### config.mk
export PLATFORM = sky130hd
export DESIGN_NAME = i2c_dac_wr_slave
export DESIGN_NICKNAME = d
export VERILOG_FILES = /design/src/rtl/i2c_dac_pkg.sv /design/src/rtl/i2c_line_sync.sv /design/src/rtl/i2c_byte_rx.sv /design/src/rtl/i2c_dac_wr_slave.sv
export SDC_FILE = /design/constraint.sdc
export NUM_CORES = 1
export LEC_CHECK = 0
export BUFFER_PORTS_ARGS = -buffer_cell sky130_fd_sc_hd__buf_2
export CORE_ASPECT_RATIO = 0.8
export CORE_UTILIZATION = 50
export DETAILED_ROUTE_END_ITERATION = 7
export PLACE_DENSITY = 0.71
export SYNTH_ARGS = -nofsm -noshare
export SYNTH_HDL_FRONTEND = slang
export SYNTH_SLANG_ARGS = --single-unit
### constraint.sdc
create_clock -name clk -period 1.65 [get_ports clk]
set_input_delay 0.0825 -clock clk [delete_from_list [all_inputs] [get_ports clk]]
set_output_delay 0.0825 -clock clk [all_outputs]
set_load 0.05 [all_outputs]
### src/rtl/i2c_dac_pkg.sv
package i2c_dac_pkg;
    localparam int unsigned CH_W    = 5;
    localparam int unsigned REG_W   = 2;
    localparam int unsigned DATA_W  = 14;
    localparam int unsigned HI_W    = DATA_W - 8;
    localparam logic [4:0]  ADDR_FIXED = 5'b10101;
    localparam logic [7:0]  BURST_PTR  = 8'hFF;

    typedef enum logic [2:0] {
        ST_IDLE,
        ST_ADDR,
        ST_PTR,
        ST_DHI,
        ST_DLO,
        ST_BHI,
        ST_BLO
    } frame_st_e;
endpackage

### src/rtl/i2c_line_sync.sv
module i2c_line_sync (
    input  logic clk,
    input  logic rst_n,
    input  logic scl_i,
    input  logic sda_i,
    output logic scl_rise_o,
    output logic scl_fall_o,
    output logic sda_o,
    output logic start_o,
    output logic stop_o
);
    typedef struct packed {
        logic [1:0] scl_ff;
        logic [1:0] sda_ff;
        logic       scl_p;
        logic       sda_p;
    } sync_t;

    sync_t s_d, s_q;

    always_comb begin
        s_d        = s_q;
        s_d.scl_ff = {s_q.scl_ff[0], scl_i};
        s_d.sda_ff = {s_q.sda_ff[0], sda_i};
        s_d.scl_p  = s_q.scl_ff[1];
        s_d.sda_p  = s_q.sda_ff[1];
    end

    always_ff @(posedge clk) begin
        if (!rst_n) s_q <= '1;
        else        s_q <= s_d;
    end

    assign sda_o      = s_q.sda_ff[1];
    assign scl_rise_o = s_q.scl_ff[1] & ~s_q.scl_p;
    assign scl_fall_o = ~s_q.scl_ff[1] & s_q.scl_p;
    assign start_o    = s_q.scl_ff[1] & s_q.scl_p & s_q.sda_p & ~s_q.sda_ff[1];
    assign stop_o     = s_q.scl_ff[1] & s_q.scl_p & ~s_q.sda_p & s_q.sda_ff[1];
endmodule

### src/rtl/i2c_byte_rx.sv
module i2c_byte_rx (
    input  logic       clk,
    input  logic       rst_n,
    input  logic       scl_rise_i,
    input  logic       scl_fall_i,
    input  logic       sda_i,
    input  logic       start_i,
    input  logic       stop_i,
    input  logic       ack_ok_i,
    output logic       done_o,
    output logic [7:0] byte_o,
    output logic       pull_o
);
    typedef struct packed {
        logic       active;
        logic [2:0] cnt;
        logic [7:0] shift;
        logic       wait_ack;
        logic       pull;
        logic       done;
    } rx_t;

    rx_t r_d, r_q;

    always_comb begin
        r_d      = r_q;
        r_d.done = 1'b0;
        if (start_i) begin
            r_d.active   = 1'b1;
            r_d.cnt      = '0;
            r_d.wait_ack = 1'b0;
            r_d.pull     = 1'b0;
        end else if (stop_i) begin
            r_d.active   = 1'b0;
            r_d.cnt      = '0;
            r_d.wait_ack = 1'b0;
            r_d.pull     = 1'b0;
        end else if (r_q.active) begin
            if (scl_rise_i && !r_q.wait_ack && !r_q.pull) begin
                r_d.shift = {r_q.shift[6:0], sda_i};
                r_d.cnt   = r_q.cnt + 3'd1;
                if (r_q.cnt == 3'd7) begin
                    r_d.wait_ack = 1'b1;
                    r_d.done     = 1'b1;
                end
            end else if (scl_fall_i && r_q.wait_ack) begin
                r_d.wait_ack = 1'b0;
                if (ack_ok_i) r_d.pull   = 1'b1;
                else          r_d.active = 1'b0;
            end else if (scl_fall_i && r_q.pull) begin
                r_d.pull = 1'b0;
            end
        end
    end

    always_ff @(posedge clk) begin
        if (!rst_n) r_q <= '0;
        else        r_q <= r_d;
    end

    assign done_o = r_q.done;
    assign byte_o = r_q.shift;
    assign pull_o = r_q.pull;
endmodule

### src/rtl/i2c_dac_wr_slave.sv
module i2c_dac_wr_slave
    import i2c_dac_pkg::*;
#(
    parameter int unsigned N_CH = 32
) (
    input  logic              clk,
    input  logic              rst_n,
    input  logic              scl_i,
    input  logic              sda_i,
    input  logic [1:0]        addr_pin_i,
    output logic              sda_pull_o,
    output logic              wr_valid_o,
    output logic [CH_W-1:0]   wr_chan_o,
    output logic [REG_W-1:0]  wr_reg_o,
    output logic [DATA_W-1:0] wr_data_o
);
    localparam logic [CH_W-1:0] LAST_CH = CH_W'(N_CH - 1);

    logic       scl_rise, scl_fall, sda_s, start_det, stop_det;
    logic       byte_done;
    logic [7:0] rx_byte;
    logic       fsm_idle;

    typedef struct packed {
        frame_st_e          st;
        logic [CH_W-1:0]    chan;
        logic [REG_W-1:0]   rsel;
        logic [HI_W-1:0]    hi;
        logic               accept;
        logic               wv;
        logic [CH_W-1:0]    o_chan;
        logic [REG_W-1:0]   o_reg;
        logic [DATA_W-1:0]  o_data;
    } fr_t;

    fr_t f_d, f_q;

    i2c_line_sync u_sync (
        .clk        (clk),
        .rst_n      (rst_n),
        .scl_i      (scl_i),
        .sda_i      (sda_i),
        .scl_rise_o (scl_rise),
        .scl_fall_o (scl_fall),
        .sda_o      (sda_s),
        .start_o    (start_det),
        .stop_o     (stop_det)
    );

    i2c_byte_rx u_rx (
        .clk        (clk),
        .rst_n      (rst_n),
        .scl_rise_i (scl_rise),
        .scl_fall_i (scl_fall),
        .sda_i      (sda_s),
        .start_i    (start_det),
        .stop_i     (stop_det),
        .ack_ok_i   (f_q.accept),
        .done_o     (byte_done),
        .byte_o     (rx_byte),
        .pull_o     (sda_pull_o)
    );

    always_comb begin
        f_d    = f_q;
        f_d.wv = 1'b0;
        if (start_det) begin
            f_d.st     = ST_ADDR;
            f_d.accept = 1'b0;
        end else if (stop_det) begin
            f_d.st     = ST_IDLE;
            f_d.accept = 1'b0;
        end else if (byte_done) begin
            f_d.accept = 1'b1;
            unique case (f_q.st)
                ST_ADDR: begin
                    if (rx_byte == {ADDR_FIXED, addr_pin_i, 1'b0}) begin
                        f_d.st = ST_PTR;
                    end else begin
                        f_d.st     = ST_IDLE;
                        f_d.accept = 1'b0;
                    end
                end
                ST_PTR: begin
                    if (rx_byte == BURST_PTR) begin
                        f_d.chan = '0;
                        f_d.st   = ST_BHI;
                    end else begin
                        f_d.chan = rx_byte[CH_W-1:0];
                        f_d.st   = ST_DHI;
                    end
                end
                ST_DHI, ST_BHI: begin
                    f_d.rsel = rx_byte[7:6];
                    f_d.hi   = rx_byte[HI_W-1:0];
                    f_d.st   = (f_q.st == ST_DHI) ? ST_DLO : ST_BLO;
                end
                ST_DLO, ST_BLO: begin
                    f_d.wv     = 1'b1;
                    f_d.o_chan = f_q.chan;
                    f_d.o_reg  = f_q.rsel;
                    f_d.o_data = {f_q.hi, rx_byte};
                    if (f_q.st == ST_DLO || f_q.chan == LAST_CH) begin
                        f_d.st = ST_PTR;
                    end else begin
                        f_d.chan = f_q.chan + 1'b1;
                        f_d.st   = ST_BHI;
                    end
                end
                default: f_d.accept = 1'b0;
            endcase
        end
    end

    always_ff @(posedge clk) begin
        if (!rst_n) begin
            f_q    <= '0;
            f_q.st <= ST_IDLE;
        end else begin
            f_q <= f_d;
        end
    end

    assign fsm_idle   = (f_q.st == ST_IDLE);
    assign wr_valid_o = f_q.wv;
    assign wr_chan_o  = f_q.o_chan;
    assign wr_reg_o   = f_q.o_reg;
    assign wr_data_o  = f_q.o_data;
endmodule

# After elaboration in Yosys (flattened, before gate mapping)
# Index checks and enable logic that the tools add are counted.
dict set report op_classes {
  addsub 2
  mul 0
  div 0
  magnitude_cmp 0
  eq_ne 13
  shifts 0
  n_mux 30
  n_bitwise 17
  n_reduce_logical 28
}
# op count
set ops {}
lappend ops {{$mux W37} 1}
lappend ops {{$mux W22} 1}
lappend ops {{$mux W8} 2}
lappend ops {{$reduce_and A4 Y1} 4}
lappend ops {{$mux W1} 15}
lappend ops {{$mux W15} 1}
lappend ops {{$eq A3 B3 Y1 const B} 4}
lappend ops {{$pmux W3 S4} 1}
lappend ops {{$mux W11} 1}
lappend ops {{$not A1 Y1} 10}
lappend ops {{$pmux W5 S2} 1}
lappend ops {{$reduce_or A5 Y1} 2}
lappend ops {{$eq A8 B8 Y1} 1}
lappend ops {{$eq A8 B8 Y1 const B} 1}
lappend ops {{$mux W4} 2}
lappend ops {{$and A1 B1 Y1} 7}
lappend ops {{$eq A3 B2 Y1 const B} 2}
lappend ops {{$ne A2 B2 Y1 const B} 3}
lappend ops {{$reduce_and A2 Y1} 3}
lappend ops {{$reduce_bool A2 Y1} 3}
lappend ops {{$reduce_bool A6 Y1} 1}
lappend ops {{$add A5 B1 Y5 const B} 1}
lappend ops {{$eq A5 B5 Y1 const B} 1}
lappend ops {{$mux W5} 1}
lappend ops {{other kinds (15)} 21}
dict set report totals {
  reg_bits 60
  latchBits 0
  ramBits 0
  rom_bits 0
  input_bits 6
  output_inout_bits 23
  word_cells 110
  memories 0
}

# Depth between registers and ports, before layout
# Gate-level depths: netlist of the first run.
dict set report logic_depth {
  ltp_word 9
  depth_mapped 8
  depth_no_buf 7
}

# Hierarchy
# Synthesis of the first run repeated with hierarchy kept, for this count alone.
dict set report hier_totals {
  hier_cells 296
  hier_area_um2 2656.3
}
# module instances cells_per_inst area_per_inst_um2 seq_area_each_um2
set modules_own_cells {}
lappend modules_own_cells {i2c_dac_wr_slave 1 214 1805.5 780.7}
lappend modules_own_cells {i2c_byte_rx 1 66 660.6 300.3}
lappend modules_own_cells {i2c_line_sync 1 16 190.2 120.1}

# Worst setup path before layout of the first run
# Ideal clock, no wire load.
dict set report synth_timing {
  path_kind {flip-flop to flip-flop}
  startpoint {register f_q[31] (netlist name)}
  endpoint {register f_q[31] (netlist name)}
  setup_time_ps 70
  arrival_time_ps 1450
  required_ps 1580
  path_slack_ps 130
  stages_incl_launch_ff 9
  path_buffers 1
  synth_period_minus_slack_ps 1520
  cell_sequence {dfxtp_1 ha_1 and3_1 ha_1 nand2_1 o2111a_1 buf_6 o21ai_0 a21oi_1}
}
dict set report synth_via {
  elab_chain_cells 4
  elab_cells_between_ends 7
  classes_between {1 x add/sub; 2 x eq/ne; 2 x mux; 2 x reduce/logical}
}
# element line
set synth_rtl {}
lappend synth_rtl {{start: declaration} i2c_dac_wr_slave.sv:36} ;# fr_t f_d, f_q;
lappend synth_rtl {{branches (longest 4 deep; another with $add A5 B1 Y5)} --}
# Several ways; the timed one is not identified. The select of a mux whose other input is x is not followed.
# A chain may end at the register's enable or synchronous reset.

# Worst setup path in the final report of the first run
# Same ends and word-level chain as after synthesis.

==> results of run 1 <==
-- power by group through the flow --
stage / sequential [W] / combinational [W] / clock (W)
floorplan: 0.00150 / 0.0000609 / 0
global placement: 0.00150 / 0.0000862 / 0
detailed placement: 0.00150 / 0.0000866 / 0
CTS: 0.00146 / 0.0000903 / 0.00133
global route: 0.00147 / 0.000101 / 0.00139
finish: 0.00146 / 0.0000922 / 0.00130
-- cells by family (layout without fill, tap and decap cells) --
group / after synthesis / count (layout) / synth area share
multiplexers: 11 / 11 / 0.0416
buffers and inverters: 43 / 63 / 0.106
AND/OR/NAND/NOR: 115 / 115 / 0.219
AO/OA/AOI/OAI: 57 / 58 / 0.138
flip-flops: 60 / 60 / 0.454
XOR/XNOR: 6 / 6 / 0.0227
adder cells (fa/ha/maj): 4 / 4 / 0.0189
-- cell type report --
cell class / instances / share of cell area
sequential: 60 / 0.408
multi-input combinational: 194 / 0.400
timing repair buffer: 44 / 0.0943
clock buffer: 10 / 0.0467
tap: 62 / 0.0263
clock inverter: 6 / 0.0217
inverter: 3 / 0.00382
-- per-stage QoR --
step	hold slack [ps]	setup TNS (ps)
2_1_floorplan	184	0
3_3_place_gp	265	0
3_5_place_dp	267	-122
4_1_cts	62.9	0
5_1_grt	74.1	-33.4
6_report	78.5	0
-- flip-flops by register name (all words and copies together) (netlist names) --
signal	count
f_q	17
wr_chan_o	5
u_sync.s_d	3
u_sync.s_q	2
u_rx.r_q	5
wr_reg_o	2
u_rx.pull_o	1
u_rx.done_o	1
wr_data_o	14
wr_valid_o	1
u_rx.byte_o	8
u_sync.sda_o	1
-- synth_stat cells, drive strengths merged (2+ instances only) --
cell type / number / share of area
nand3: 46 / 0.087
xnor2: 5 / 0.019
nand4: 3 / 0.0071
nor2: 11 / 0.016
nand2: 26 / 0.037
nand2b: 11 / 0.026
buf: 37 / 0.097
dfxtp: 60 / 0.45
mux2i: 11 / 0.042
o21ai: 28 / 0.054
ha: 4 / 0.019
o2111a: 2 / 0.0085
a22oi: 3 / 0.0085
and3: 2 / 0.0047
o21a: 3 / 0.0085
clkbuf: 3 / 0.0043
a21oi: 14 / 0.026
inv: 3 / 0.0043
nor2b: 10 / 0.024
-- timing repair --
action                                 in CTS  in global routing
cloned                                      0                  1
endpoints found under the hold margin       2                  0
pin swaps                                   0                  1
setup endpoints to repair                   5                  5
gates resized for setup                     1                  0
hold buffers                                2                  0
buffers inserted                            0                  2
-- worst reg2reg max path: stages (launching register included) --
cell,delay (ps)
sky130_fd_sc_hd__dfxtp_1,310
sky130_fd_sc_hd__ha_1,210
sky130_fd_sc_hd__and3_1,190
sky130_fd_sc_hd__ha_1,210
sky130_fd_sc_hd__nand2_1,120
sky130_fd_sc_hd__o2111a_1,280
sky130_fd_sc_hd__buf_4,140
sky130_fd_sc_hd__a21oi_1,50
-- path summary, 6_finish.rpt --
path	endpoint	slack, ps	depth (start not counted)
worst max register to register	f_q[31]	40	7
worst min register to register	u_sync.sda_o	400	1
worst min-delay path	u_sync.s_q[1]	80	2
worst max-delay path	f_q[31]	40	7
-- layer usage --
layer  part of all wire  vias up
li1                   -     1047
met1               0.48      940
met2               0.46       52
met3              0.052        2
met4             0.0055        0
met5                  0        -
==> flow_summary.rst, run 1 <==
.. list-table::
   :header-rows: 1

   * - Metric
     - Value
   * - Sequence of cells on the critical path
     - ha_1 > and3_1 > ha_1 > nand2_1 > o2111a_1 > buf_4 > a21oi_1
   * - Syn_area_per_cell
     - 8.94 sq um
   * - Layout net count
     - 322
   * - Switching share of power
     - 0.220
   * - Portion of the post-synthesis area used by sequential elements
     - 0.454
   * - Die outline height
     - 67.1 microns
   * - Mean routed wirelength per cell
     - 13.0 microns
   * - Footprint of the flip-flops and latches
     - 1200 sq um
   * - Iter 0 DRT Violations
     - 106
   * - Total number of placement rows
     - 23
   * - Static leakage
     - 1.21 nW
   * - Via count
     - 2041
   * - Launching element type of the critical path
     - flip-flop
   * - Fin crit share
     - 0.977
   * - Antenna violations before repair
     - 0
   * - Hold path startpoint
     - rst_n
   * - Chip width
     - 83.3 microns
   * - Worst path arrival time
     - 1830 ps
   * - Count of flip-flops with a built-in enable after synthesis
     - 0
   * - #FFs+latches synth
     - 60
   * - Transition time at the pin with the least slew margin
     - 505 ps
   * - Internal cell power
     - 0.00223 W
   * - Worst setup path start
     - f_q[31]
   * - Via count of the first global-routing pass
     - 1705
   * - Proportion of register bits with asynchronous set or reset after synthesis
     - 0
   * - Final weighted congestion of routability-driven global placement
     - 0.735
   * - Power per cell area
     - 969 nW/um^2
   * - Psw
     - 0.000629 W
   * - Met1 track utilization from global routing
     - 0.227
   * - Ratio of routed vias to standard cells
     - 5.39
   * - Unrepaired setup endpoints after global routing
     - yes
   * - Commonest register cell after synthesis
     - sky130_fd_sc_hd__dfxtp_1
   * - Inst Count DP
     - 358
   * - Worst path bufs/invs
     - 1
   * - Final instance count without filler cells
     - 379
   * - Number of CTS-inserted buffers
     - 9
   * - Clock root buffer
     - sky130_fd_sc_hd__clkbuf_8
   * - Fill cell instance count of the final layout
     - 435
   * - Power after layout
     - 0.00286 W
   * - Gate count of the mapped netlist
     - 296
   * - Wire length of the first global-routing pass
     - 7910 microns
   * - Netlist area before placement
     - 2650 sq um
   * - Area occupied by multi-input gates
     - 1180 sq um
   * - Buffers from clock root to sink, at most
     - 2
   * - Fmax
     - 620 MHz
   * - Final Max Slew Viols
     - 0
   * - Pin count of the biggest net entering global routing
     - 31
   * - Tightest slew margin relative to the limit
     - 0.662
   * - Instance area after placement
     - 2700 sq um
   * - Clock tree from TritonCTS
     - built
   * - Proportion of power drawn by flip-flops and latches
     - 0.513
   * - Critical path capture point type
     - flip-flop
   * - Maximum fanout encountered on the critical timing path
     - 5
   * - Type of the worst min-delay path
     - in -> reg
   * - # IOs
     - 29
   * - Outcome
     - completed
   * - Part of the power in combinational logic
     - 0.032
   * - Worst-path clk slew
     - 70 ps
   * - Global Route Usage Sum
     - 0.184
   * - Number of H-tree levels
     - 3
   * - Crit-path leading delay family
     - adder cells
   * - Count of port buffers added during placement
     - 28
   * - Layout overhead on the synthesized area
     - 11.3%
   * - Max-cap viol count
     - 0
   * - Antenna diode count
     - 0
   * - CP max-delay cell
     - sky130_fd_sc_hd__dfxtp_1
   * - Starting density of the core
     - 0.525
   * - Worst Path Class, Setup
     - reg -> reg
   * - Highest-count cells in the layout ignoring fill and taps
     - 60 x sky130_fd_sc_hd__dfxtp_1, 46 x sky130_fd_sc_hd__nand3_1, 28 x sky130_fd_sc_hd__buf_2, 26 x sky130_fd_sc_hd__nand2_1, 24 x sky130_fd_sc_hd__o21ai_0
   * - Clock latency reported for the late side of the worst-skew pair
     - 330 ps
   * - Yosys warning total
     - 0
   * - GRT overflow
     - 0
   * - Met2 Usage GRT
     - 0.287
   * - Hold violation total from the final report
     - 0
   * - Final Routed Wirelength
     - 4950 microns
   * - Period minus WS final
     - 1610 ps
   * - Non-Filler Cell Area, Final
     - 2950 sq um
   * - Core Area
     - 5040 sq um
   * - Die footprint
     - 5590 sq um
   * - Global route hottest layer
     - met2
   * - Count of distinct cell types in the synthesized netlist
     - 39
   * - Relative contribution of the clock network to total power
     - 0.455
   * - Initial DRT Pass Iterations
     - 4
   * - Number of antenna-violating nets in the routed design
     - 0
   * - Post-DP HPWL
     - 3360 microns
   * - Clock sink total
     - 60
   * - Final setup slack of the worst path
     - 38.2 ps
   * - Number of failing setup endpoints in the final timing report
     - 0
   * - Fraction of layout cells with a size suffix above 1
     - 0.199
   * - Worst slack at placement
     - -45.4 ps
   * - Most frequent standard cell in the layout excluding fill and tap cells
     - sky130_fd_sc_hd__dfxtp_1
   * - Mapped Nets
     - 306
   * - Worst path most repeated cell
     - sky130_fd_sc_hd__ha_1
   * - Crit path largest cell delay
     - 310 ps
   * - Worst clock skew on the final layout
     - 7.30 ps
   * - Max VDD drop
     - 614 uV
   * - Data required time at the worst endpoint
     - 1870 ps
   * - Finished Core Util
     - 0.585
   * - R2r startpoint
     - f_q[31]
   * - Fraction of met3 tracks used by global routing
     - 0.0719
   * - Remaining routing DRC violations
     - 0
Power figures use the tool's default switching activity.
==> run 2, diff against run 1 <==
Settings changed: ABC_CLOCK_PERIOD_IN_PS set to 1650, CORE_UTILIZATION 50 to 27, PLACE_DENSITY 0.71 to 0.43.
==> run 2 against run 1 <==
Fmax increased by 3.3%. Wire length increased by 17%. Largest power group is now the clock network. Worst hold slack improved by 7.5 ps. Clock power increased by 57%. Sequential cell count unchanged. Cell count increased by 15%. Total power increased by 26%. Largest cell class unchanged. Setup slack improved by 51 ps. Critical endpoint unchanged.
==> flow_summary.rst, run 2 (same netlist as run 1, synthesis figures left out) <==
.. list-table::
   :header-rows: 1

   * - Metric
     - Value
   * - Clock tree from TritonCTS
     - built (unchanged)
   * - Max-cap viol count
     - 0 (unchanged)
   * - Initial DRT Pass Iterations
     - 5 (was 4)
   * - Number of flip-flops under the largest register name
     - 17 (unchanged)
   * - Die outline height
     - 90.6 microns (was 67.1 microns)
   * - Number of CTS-inserted buffers
     - 9 (unchanged)
   * - Hold violation total from the final report
     - 0 (unchanged)
   * - Non-Filler Cell Area, Final
     - 3180 sq um (was 2950 sq um)
   * - Final setup TNS
     - 0 ps (unchanged)
   * - Worst slack at placement
     - -30.2 ps (was -45.4 ps)
   * - Post-DP HPWL
     - 3920 microns (was 3360 microns)
   * - Worst clock skew on the final layout
     - 6.30 ps (was 7.30 ps)
   * - Reg with most FFs
     - f_q (unchanged)
   * - Smallest hold slack
     - 85.9 ps (was 78.5 ps)
   * - Worst path arrival time
     - 1780 ps (was 1830 ps)
   * - Ratio of routed vias to standard cells
     - 4.67 (was 5.39)
   * - Pin count of the biggest net entering global routing
     - 31 (unchanged)
   * - Tightest slew margin relative to the limit
     - 0.687 (was 0.662)
   * - Unrepaired setup endpoints after global routing
     - yes (unchanged)
   * - Final Routed Wirelength
     - 5800 microns (was 4950 microns)
   * - Buffers from clock root to sink, at most
     - 2 (unchanged)
   * - Final setup slack of the worst path
     - 89.0 ps (was 38.2 ps)
   * - Maximum fanout encountered on the critical timing path
     - 5 (unchanged)
   * - Final instance count without filler cells
     - 437 (was 379)
   * - Worst-path clk slew
     - 60 ps (was 70 ps)
   * - Clock sink total
     - 60 (unchanged)
   * - # IOs
     - 29 (unchanged)
   * - Proportion of power drawn by flip-flops and latches
     - 0.406 (was 0.513)
   * - Internal cell power
     - 0.00283 W (was 0.00223 W)
   * - Mean routed wirelength per cell
     - 13.3 microns (was 13.0 microns)
   * - Remaining routing DRC violations
     - 0 (unchanged)
   * - Critical path capture point type
     - flip-flop (unchanged)
   * - Instance area after placement
     - 2800 sq um (was 2700 sq um)
   * - Die footprint
     - 10200 sq um (was 5590 sq um)
   * - Power per cell area
     - 1130 nW/um^2 (was 969 nW/um^2)
   * - Switching share of power
     - 0.215 (was 0.220)
   * - Antenna violations before repair
     - 0 (unchanged)
   * - Final Max Slew Viols
     - 0 (unchanged)
   * - Static leakage
     - 1.28 nW (was 1.21 nW)
   * - Iter 0 DRT Violations
     - 95 (was 106)
   * - Fmax
     - 641 MHz (was 620 MHz)
   * - Via count
     - 2042 (was 2041)
   * - Via count of the first global-routing pass
     - 1840 (was 1705)
   * - Max VDD drop
     - 480 uV (was 614 uV)
   * - Launching element type of the critical path
     - flip-flop (unchanged)
   * - Psw
     - 0.000776 W (was 0.000629 W)
   * - GRT overflow
     - 0 (unchanged)
   * - Outcome
     - completed (unchanged)
   * - Final weighted congestion of routability-driven global placement
     - 0.786 (was 0.735)
   * - Part of the power in combinational logic
     - 0.028 (was 0.032)
   * - Data required time at the worst endpoint
     - 1870 ps (about the same)
   * - Chip width
     - 113 microns (was 83.3 microns)
   * - Number of H-tree levels
     - 3 (unchanged)
   * - Antenna diode count
     - 0 (unchanged)
   * - Most frequent standard cell in the layout excluding fill and tap cells
     - sky130_fd_sc_hd__dfxtp_1 (unchanged)
   * - Layout net count
     - 327 (was 322)
   * - Transition time at the pin with the least slew margin
     - 469 ps (was 505 ps)
   * - Global Route Usage Sum
     - 0.118 (was 0.184)
   * - Clock latency reported for the late side of the worst-skew pair
     - 330 ps (about the same)
   * - Highest-count cells in the layout ignoring fill and taps
     - 60 x sky130_fd_sc_hd__dfxtp_1, 46 x sky130_fd_sc_hd__nand3_1, 28 x sky130_fd_sc_hd__buf_2, 24 x sky130_fd_sc_hd__nand2_1, 24 x sky130_fd_sc_hd__o21ai_0 (was 60 x sky130_fd_sc_hd__dfxtp_1, 46 x sky130_fd_sc_hd__nand3_1, 28 x sky130_fd_sc_hd__buf_2, 26 x sky130_fd_sc_hd__nand2_1, 24 x sky130_fd_sc_hd__o21ai_0)
   * - Period minus WS final
     - 1560 ps (was 1610 ps)
   * - Inst Count DP
     - 416 (was 358)
   * - Clock root buffer
     - sky130_fd_sc_hd__clkbuf_16 (was sky130_fd_sc_hd__clkbuf_8)
   * - Fraction of layout cells with a size suffix above 1
     - 0.227 (was 0.199)
   * - Total number of placement rows
     - 31 (was 23)
   * - Number of antenna-violating nets in the routed design
     - 0 (unchanged)
   * - Layout overhead on the synthesized area
     - 20.2% (was 11.3%)
   * - Type of the worst min-delay path
     - in -> reg (unchanged)
   * - Number of failing setup endpoints in the final timing report
     - 0 (unchanged)
   * - Starting density of the core
     - 0.285 (was 0.525)
   * - Relative contribution of the clock network to total power
     - 0.566 (was 0.455)
   * - Fin crit share
     - 0.946 (was 0.977)
   * - Count of port buffers added during placement
     - 28 (unchanged)
   * - Wire length of the first global-routing pass
     - 9360 microns (was 7910 microns)
   * - Worst Path Class, Setup
     - reg -> reg (unchanged)
   * - Core Area
     - 9270 sq um (was 5040 sq um)
[run 2: cell count changes in the layout (fill, tap and decap cells not counted), moves of 2 or more]
cell	before	now
sky130_fd_sc_hd__buf_4	13	18
sky130_fd_sc_hd__clkbuf_8	10	0
sky130_fd_sc_hd__nand2_2	0	2
sky130_fd_sc_hd__clkbuf_16	0	9
sky130_fd_sc_hd__inv_6	0	2
sky130_fd_sc_hd__nand2_1	26	24
[run 2: repair_timing]
action	4_1_cts	5_1_grt
pin swaps	0	2
endpoints found under the hold margin	2	0
buffers inserted	0	2
endpoints found under the setup margin	5	6
hold buffers	2	0
cloned	0	1
resized for setup	1	5
[run 2: path summary, 6_finish.rpt]
path | start | endpoint | cells past startpoint | slack [ps]
min | rst_n | u_sync.s_d[5] | 2 | 90
min reg2reg | u_sync.s_d[3] | u_sync.sda_o | 1 | 410
max reg2reg | f_q[31] | f_q[31] | 7 | 90
max | f_q[31] | f_q[31] | 7 | 90
[run 2: power groups by stage]
stage                     Clock (W)  Combinational (W)  Sequential [W]
after detailed placement          0          0.0000957         0.00150
after global routing        0.00215           0.000110         0.00146
after CTS                   0.00209          0.0000994         0.00146
final                       0.00204           0.000100         0.00146
after global placement            0          0.0000967         0.00150
after floorplan                   0          0.0000609         0.00150
[run 2: per-layer routing]
metal,routed length [microns],GRT usage,part of all wire,vias to the layer above
li1,-,-,-,1062
met1,2980,0.167,0.51,940
met2,2530,0.165,0.44,40
met3,287,0.0423,0.049,0
met4,0,0.0367,0,0
met5,0,0,0,-
[run 2: final cells by class]
| cell class | count | area [sq um] |
|---|---|---|
| inverter | 3 | 11.3 |
| sequential | 60 | 1200 |
| fill | 960 | 6090 |
| tap | 115 | 144 |
| timing repair buffer | 49 | 315 |
| clock buffer | 9 | 225 |
| multi-input combinational | 194 | 1190 |
| clock inverter | 7 | 98.8 |
[run 2: stage by stage]
stage	utilization	power [W]
6_report	0.343	0.00360
5_1_grt	0.343	0.00373
4_1_cts	0.339	0.00365
3_5_place_dp	0.302	0.00159
3_3_place_gp	0.302	0.00159
2_1_floorplan	-	0.00156
[run 2: worst max-delay path: stages, from the launching register on]
cell,delay (ps)
sky130_fd_sc_hd__dfxtp_1,320
sky130_fd_sc_hd__ha_1,210
sky130_fd_sc_hd__and3_1,190
sky130_fd_sc_hd__ha_2,190
sky130_fd_sc_hd__nand2_2,100
sky130_fd_sc_hd__o2111a_2,270
sky130_fd_sc_hd__buf_4,130
sky130_fd_sc_hd__a21oi_1,50
==> run 3, diff against run 2 <==
Settings changed: ABC_CLOCK_PERIOD_IN_PS 1650 to 1350, CTS_CLUSTER_SIZE set to 24.
Clock period 1.65 ns to 1.35 ns, I/O delays scaled along.
==> run 3 against run 2 <==
The run now ends with setup timing left. Global-route usage grew 1.3 points. Sequential power grew 23%. Worst hold slack gained 7.2 ps. Total power grew 19%. First-iteration DRC count grew 15%. Sequential cell count is the same. Sequential share of layout area shrank 3.5 points. Register-to-register slack lost 220 ps. Clock skew shrank 0.68 ps. Non-clock buffer count grew 23. Critical path type unchanged. Critical endpoint is now f_q[32].
==> flow_summary.rst, run 3 (same netlist as run 1, synthesis figures left out) <==
.. list-table::
   :header-rows: 1

   * - Metric
     - Value
   * - Highest-count cells in the layout ignoring fill and taps
     - 51 x sky130_fd_sc_hd__dfxtp_1, 43 x sky130_fd_sc_hd__nand3_1, 32 x sky130_fd_sc_hd__buf_4, 29 x sky130_fd_sc_hd__buf_2, 24 x sky130_fd_sc_hd__nand2_1 (was 60 x sky130_fd_sc_hd__dfxtp_1, 46 x sky130_fd_sc_hd__nand3_1, 28 x sky130_fd_sc_hd__buf_2, 24 x sky130_fd_sc_hd__nand2_1, 24 x sky130_fd_sc_hd__o21ai_0)
   * - Wire length on met3
     - 275 microns (was 287 microns)
   * - Fraction of layout cells with a size suffix above 1
     - 0.333 (was 0.227)
   * - Count of port buffers added during placement
     - 28 (unchanged)
   * - Inst Count DP
     - 435 (was 416)
   * - Unrepaired setup endpoints after global routing
     - yes (unchanged)
   * - GRT overflow
     - 0 (unchanged)
   * - Footprint of the flip-flops and latches
     - 1210 sq um (was 1200 sq um)
   * - Wire length on met1
     - 3370 microns (was 2980 microns)
   * - Worst-path clk slew
     - 50 ps (was 60 ps)
   * - Final Max Slew Viols
     - 0 (unchanged)
   * - Pin count of the biggest net entering global routing
     - 48 (was 31)
   * - Proportion of power drawn by flip-flops and latches
     - 0.419 (was 0.406)
   * - Register-to-register path setup slack
     - -130 ps (was 90 ps)
   * - WL met2
     - 2750 microns (was 2530 microns)
   * - Critical path capture point type
     - flip-flop (unchanged)
   * - Tightest slew margin relative to the limit
     - 0.769 (was 0.687)
   * - Final setup slack of the worst path
     - -127 ps (was 89.0 ps)
   * - Period minus WS final
     - 1480 ps (was 1560 ps)
   * - Data required time at the worst endpoint
     - 1590 ps (was 1870 ps)
   * - Final instance count without filler cells
     - 460 (was 437)
   * - Number of antenna-violating nets in the routed design
     - 0 (unchanged)
   * - Worst Path Class, Setup
     - reg -> reg (unchanged)
   * - Power per cell area
     - 1200 nW/um^2 (was 1130 nW/um^2)
   * - Starting density of the core
     - 0.285 (unchanged)
   * - Clock root buffer
     - sky130_fd_sc_hd__clkbuf_16 (unchanged)
   * - Switching share of power
     - 0.211 (was 0.215)
   * - Clock sink total
     - 60 (unchanged)
   * - Most frequent standard cell in the layout excluding fill and tap cells
     - sky130_fd_sc_hd__dfxtp_1 (unchanged)
   * - Final Routed Wirelength
     - 6460 microns (was 5800 microns)
   * - Fin crit share
     - 1.09 (was 0.946)
   * - Number of failing setup endpoints in the final timing report
     - 20 (was 0)
   * - Layout net count
     - 350 (was 327)
   * - Die footprint
     - 10200 sq um (unchanged)
   * - Number of instances on the worst hold path
     - 3 (was 2)
   * - Total number of placement rows
     - 31 (unchanged)
   * - Final setup TNS
     - -790 ps (was 0 ps)
   * - Die outline height
     - 90.6 microns (unchanged)
   * - Global Route Usage Sum
     - 0.131 (was 0.118)
   * - Iter 0 DRT Violations
     - 109 (was 95)
   * - Type of the worst min-delay path
     - in -> reg (unchanged)
   * - # IOs
     - 29 (unchanged)
   * - Fmax
     - 677 MHz (was 641 MHz)
   * - Buffers from clock root to sink, at most
     - 2 (unchanged)
   * - Maximum fanout encountered on the critical timing path
     - 5 (unchanged)
   * - Mean routed wirelength per cell
     - 14.0 microns (was 13.3 microns)
   * - Max-cap viol count
     - 0 (unchanged)
   * - Static leakage
     - 1.43 nW (was 1.28 nW)
   * - Internal cell power
     - 0.00337 W (was 0.00283 W)
   * - Core Area
     - 9270 sq um (unchanged)
   * - Number of H-tree levels
     - 3 (unchanged)
   * - Psw
     - 0.000900 W (was 0.000776 W)
   * - Clock tree from TritonCTS
     - built (unchanged)
   * - Antenna diode count
     - 0 (unchanged)
   * - Fill cell instance count of the final layout
     - 951 (was 960)
   * - WHS Endpoint
     - f_q[34] (was u_sync.s_d[5])
   * - Violated checks
     - setup timing
   * - Chip width
     - 113 microns (unchanged)
   * - Path depth of the worst reg2reg path
     - 8 (was 7)
   * - Number of CTS-inserted buffers
     - 9 (unchanged)
   * - Max VDD drop
     - 617 uV (was 480 uV)
   * - Reg with most FFs
     - f_q (unchanged)
   * - Hold path startpoint
     - rst_n (unchanged)
   * - Remaining routing DRC violations
     - 0 (unchanged)
   * - Hold violation total from the final report
     - 0 (unchanged)
   * - Initial DRT Pass Iterations
     - 4 (was 5)
   * - Transition time at the pin with the least slew margin
     - 346 ps (was 469 ps)
   * - Outcome
     - finished, violations left (was completed)
   * - End of the worst register-to-register path
     - f_q[32] (was f_q[31])
   * - Relative contribution of the clock network to total power
     - 0.545 (was 0.566)
   * - Finished Core Util
     - 0.383 (was 0.343)
   * - Launching element type of the critical path
     - flip-flop (unchanged)
   * - Wire length of the first global-routing pass
     - 10200 microns (was 9360 microns)
   * - Layout overhead on the synthesized area
     - 34.2% (was 20.2%)
   * - R2r startpoint
     - f_q[32] (was f_q[31])
   * - Clock latency reported for the late side of the worst-skew pair
     - 320 ps (was 330 ps)
   * - Top layer used by detailed routing
     - met4 (was met3)
   * - Part of the power in combinational logic
     - 0.036 (was 0.028)
   * - Worst path arrival time
     - 1720 ps (was 1780 ps)
   * - Worst clock skew on the final layout
     - 5.62 ps (was 6.30 ps)
   * - Post-DP HPWL
     - 4080 microns (was 3920 microns)
   * - Antenna violations before repair
     - 0 (unchanged)
   * - Final weighted congestion of routability-driven global placement
     - 0.771 (was 0.786)
   * - Area occupied by multi-input gates
     - 1300 sq um (was 1190 sq um)
   * - Via count
     - 2158 (was 2042)
   * - Ratio of routed vias to standard cells
     - 4.69 (was 4.67)
   * - Number of flip-flops under the largest register name
     - 17 (unchanged)
   * - Via count of the first global-routing pass
     - 2034 (was 1840)
## run 3: critical path: stages, from the launching register on
cell,delay [ps]
sky130_fd_sc_hd__dfxtp_2,330
sky130_fd_sc_hd__ha_4,150
sky130_fd_sc_hd__and3_4,150
sky130_fd_sc_hd__ha_4,160
sky130_fd_sc_hd__nand2_2,60
sky130_fd_sc_hd__o2111a_1,230
sky130_fd_sc_hd__buf_6,140
sky130_fd_sc_hd__o21ai_2,50
sky130_fd_sc_hd__a21oi_1,130
## run 3: through the flow
stage                     power, W  worst slack [ps]  cell area [sq um]  hold WS [ps]
after CTS                  0.00431              -111               3420          88.3
after global placement     0.00196             -86.6               3030           250
after floorplan            0.00190             -40.4               2680           169
after global routing       0.00443              -172               3550           109
after detailed placement   0.00196              -117               3030           253
final                      0.00427              -127               3550          93.1
## run 3: worst max path at each step
stage / slack (ps) / startpoint / to
after floorplan: -40 / f_q[31] / f_q[31]
final: -130 / f_q[32] / f_q[32]
after global routing: -170 / f_q[31] / f_q[31]
after CTS: -110 / f_q[31] / f_q[35]
after detailed placement: -120 / f_q[32] / f_q[34]
after global placement: -90 / f_q[32] / f_q[33]
## run 3: timing repair
item | in CTS | in global routing
cloned | 2 | 2
buffers inserted | 0 | 3
gates resized for setup | 10 | 27
endpoints found under the setup margin | 16 | 24
pin swaps | 6 | 12
hold buffers | 2 | 0
endpoints found under the hold margin | 2 | 0
## run 3: routing by layer
layer,vias up,global-route usage
met5,-,0
met1,998,0.177
li1,1103,-
met3,4,0.0463
met4,0,0.0467
met2,53,0.191
## run 3: layout make-up
type,instances,area share
clock buffers,12,0.0722
clock inverters,4,0.0134
inverters,3,0.00317
multi-input cells,194,0.366
flip-flops and latches,60,0.342
well taps,115,0.0405
repair buffers,72,0.163
## run 3: power groups by stage
stage	Sequential (W)	Clock [W]	Combinational [W]
final	0.00179	0.00233	0.000155
after global routing	0.00179	0.00247	0.000167
after CTS	0.00179	0.00238	0.000143
after detailed placement	0.00183	0	0.000130
after global placement	0.00183	0	0.000134
after floorplan	0.00183	0	0.0000748
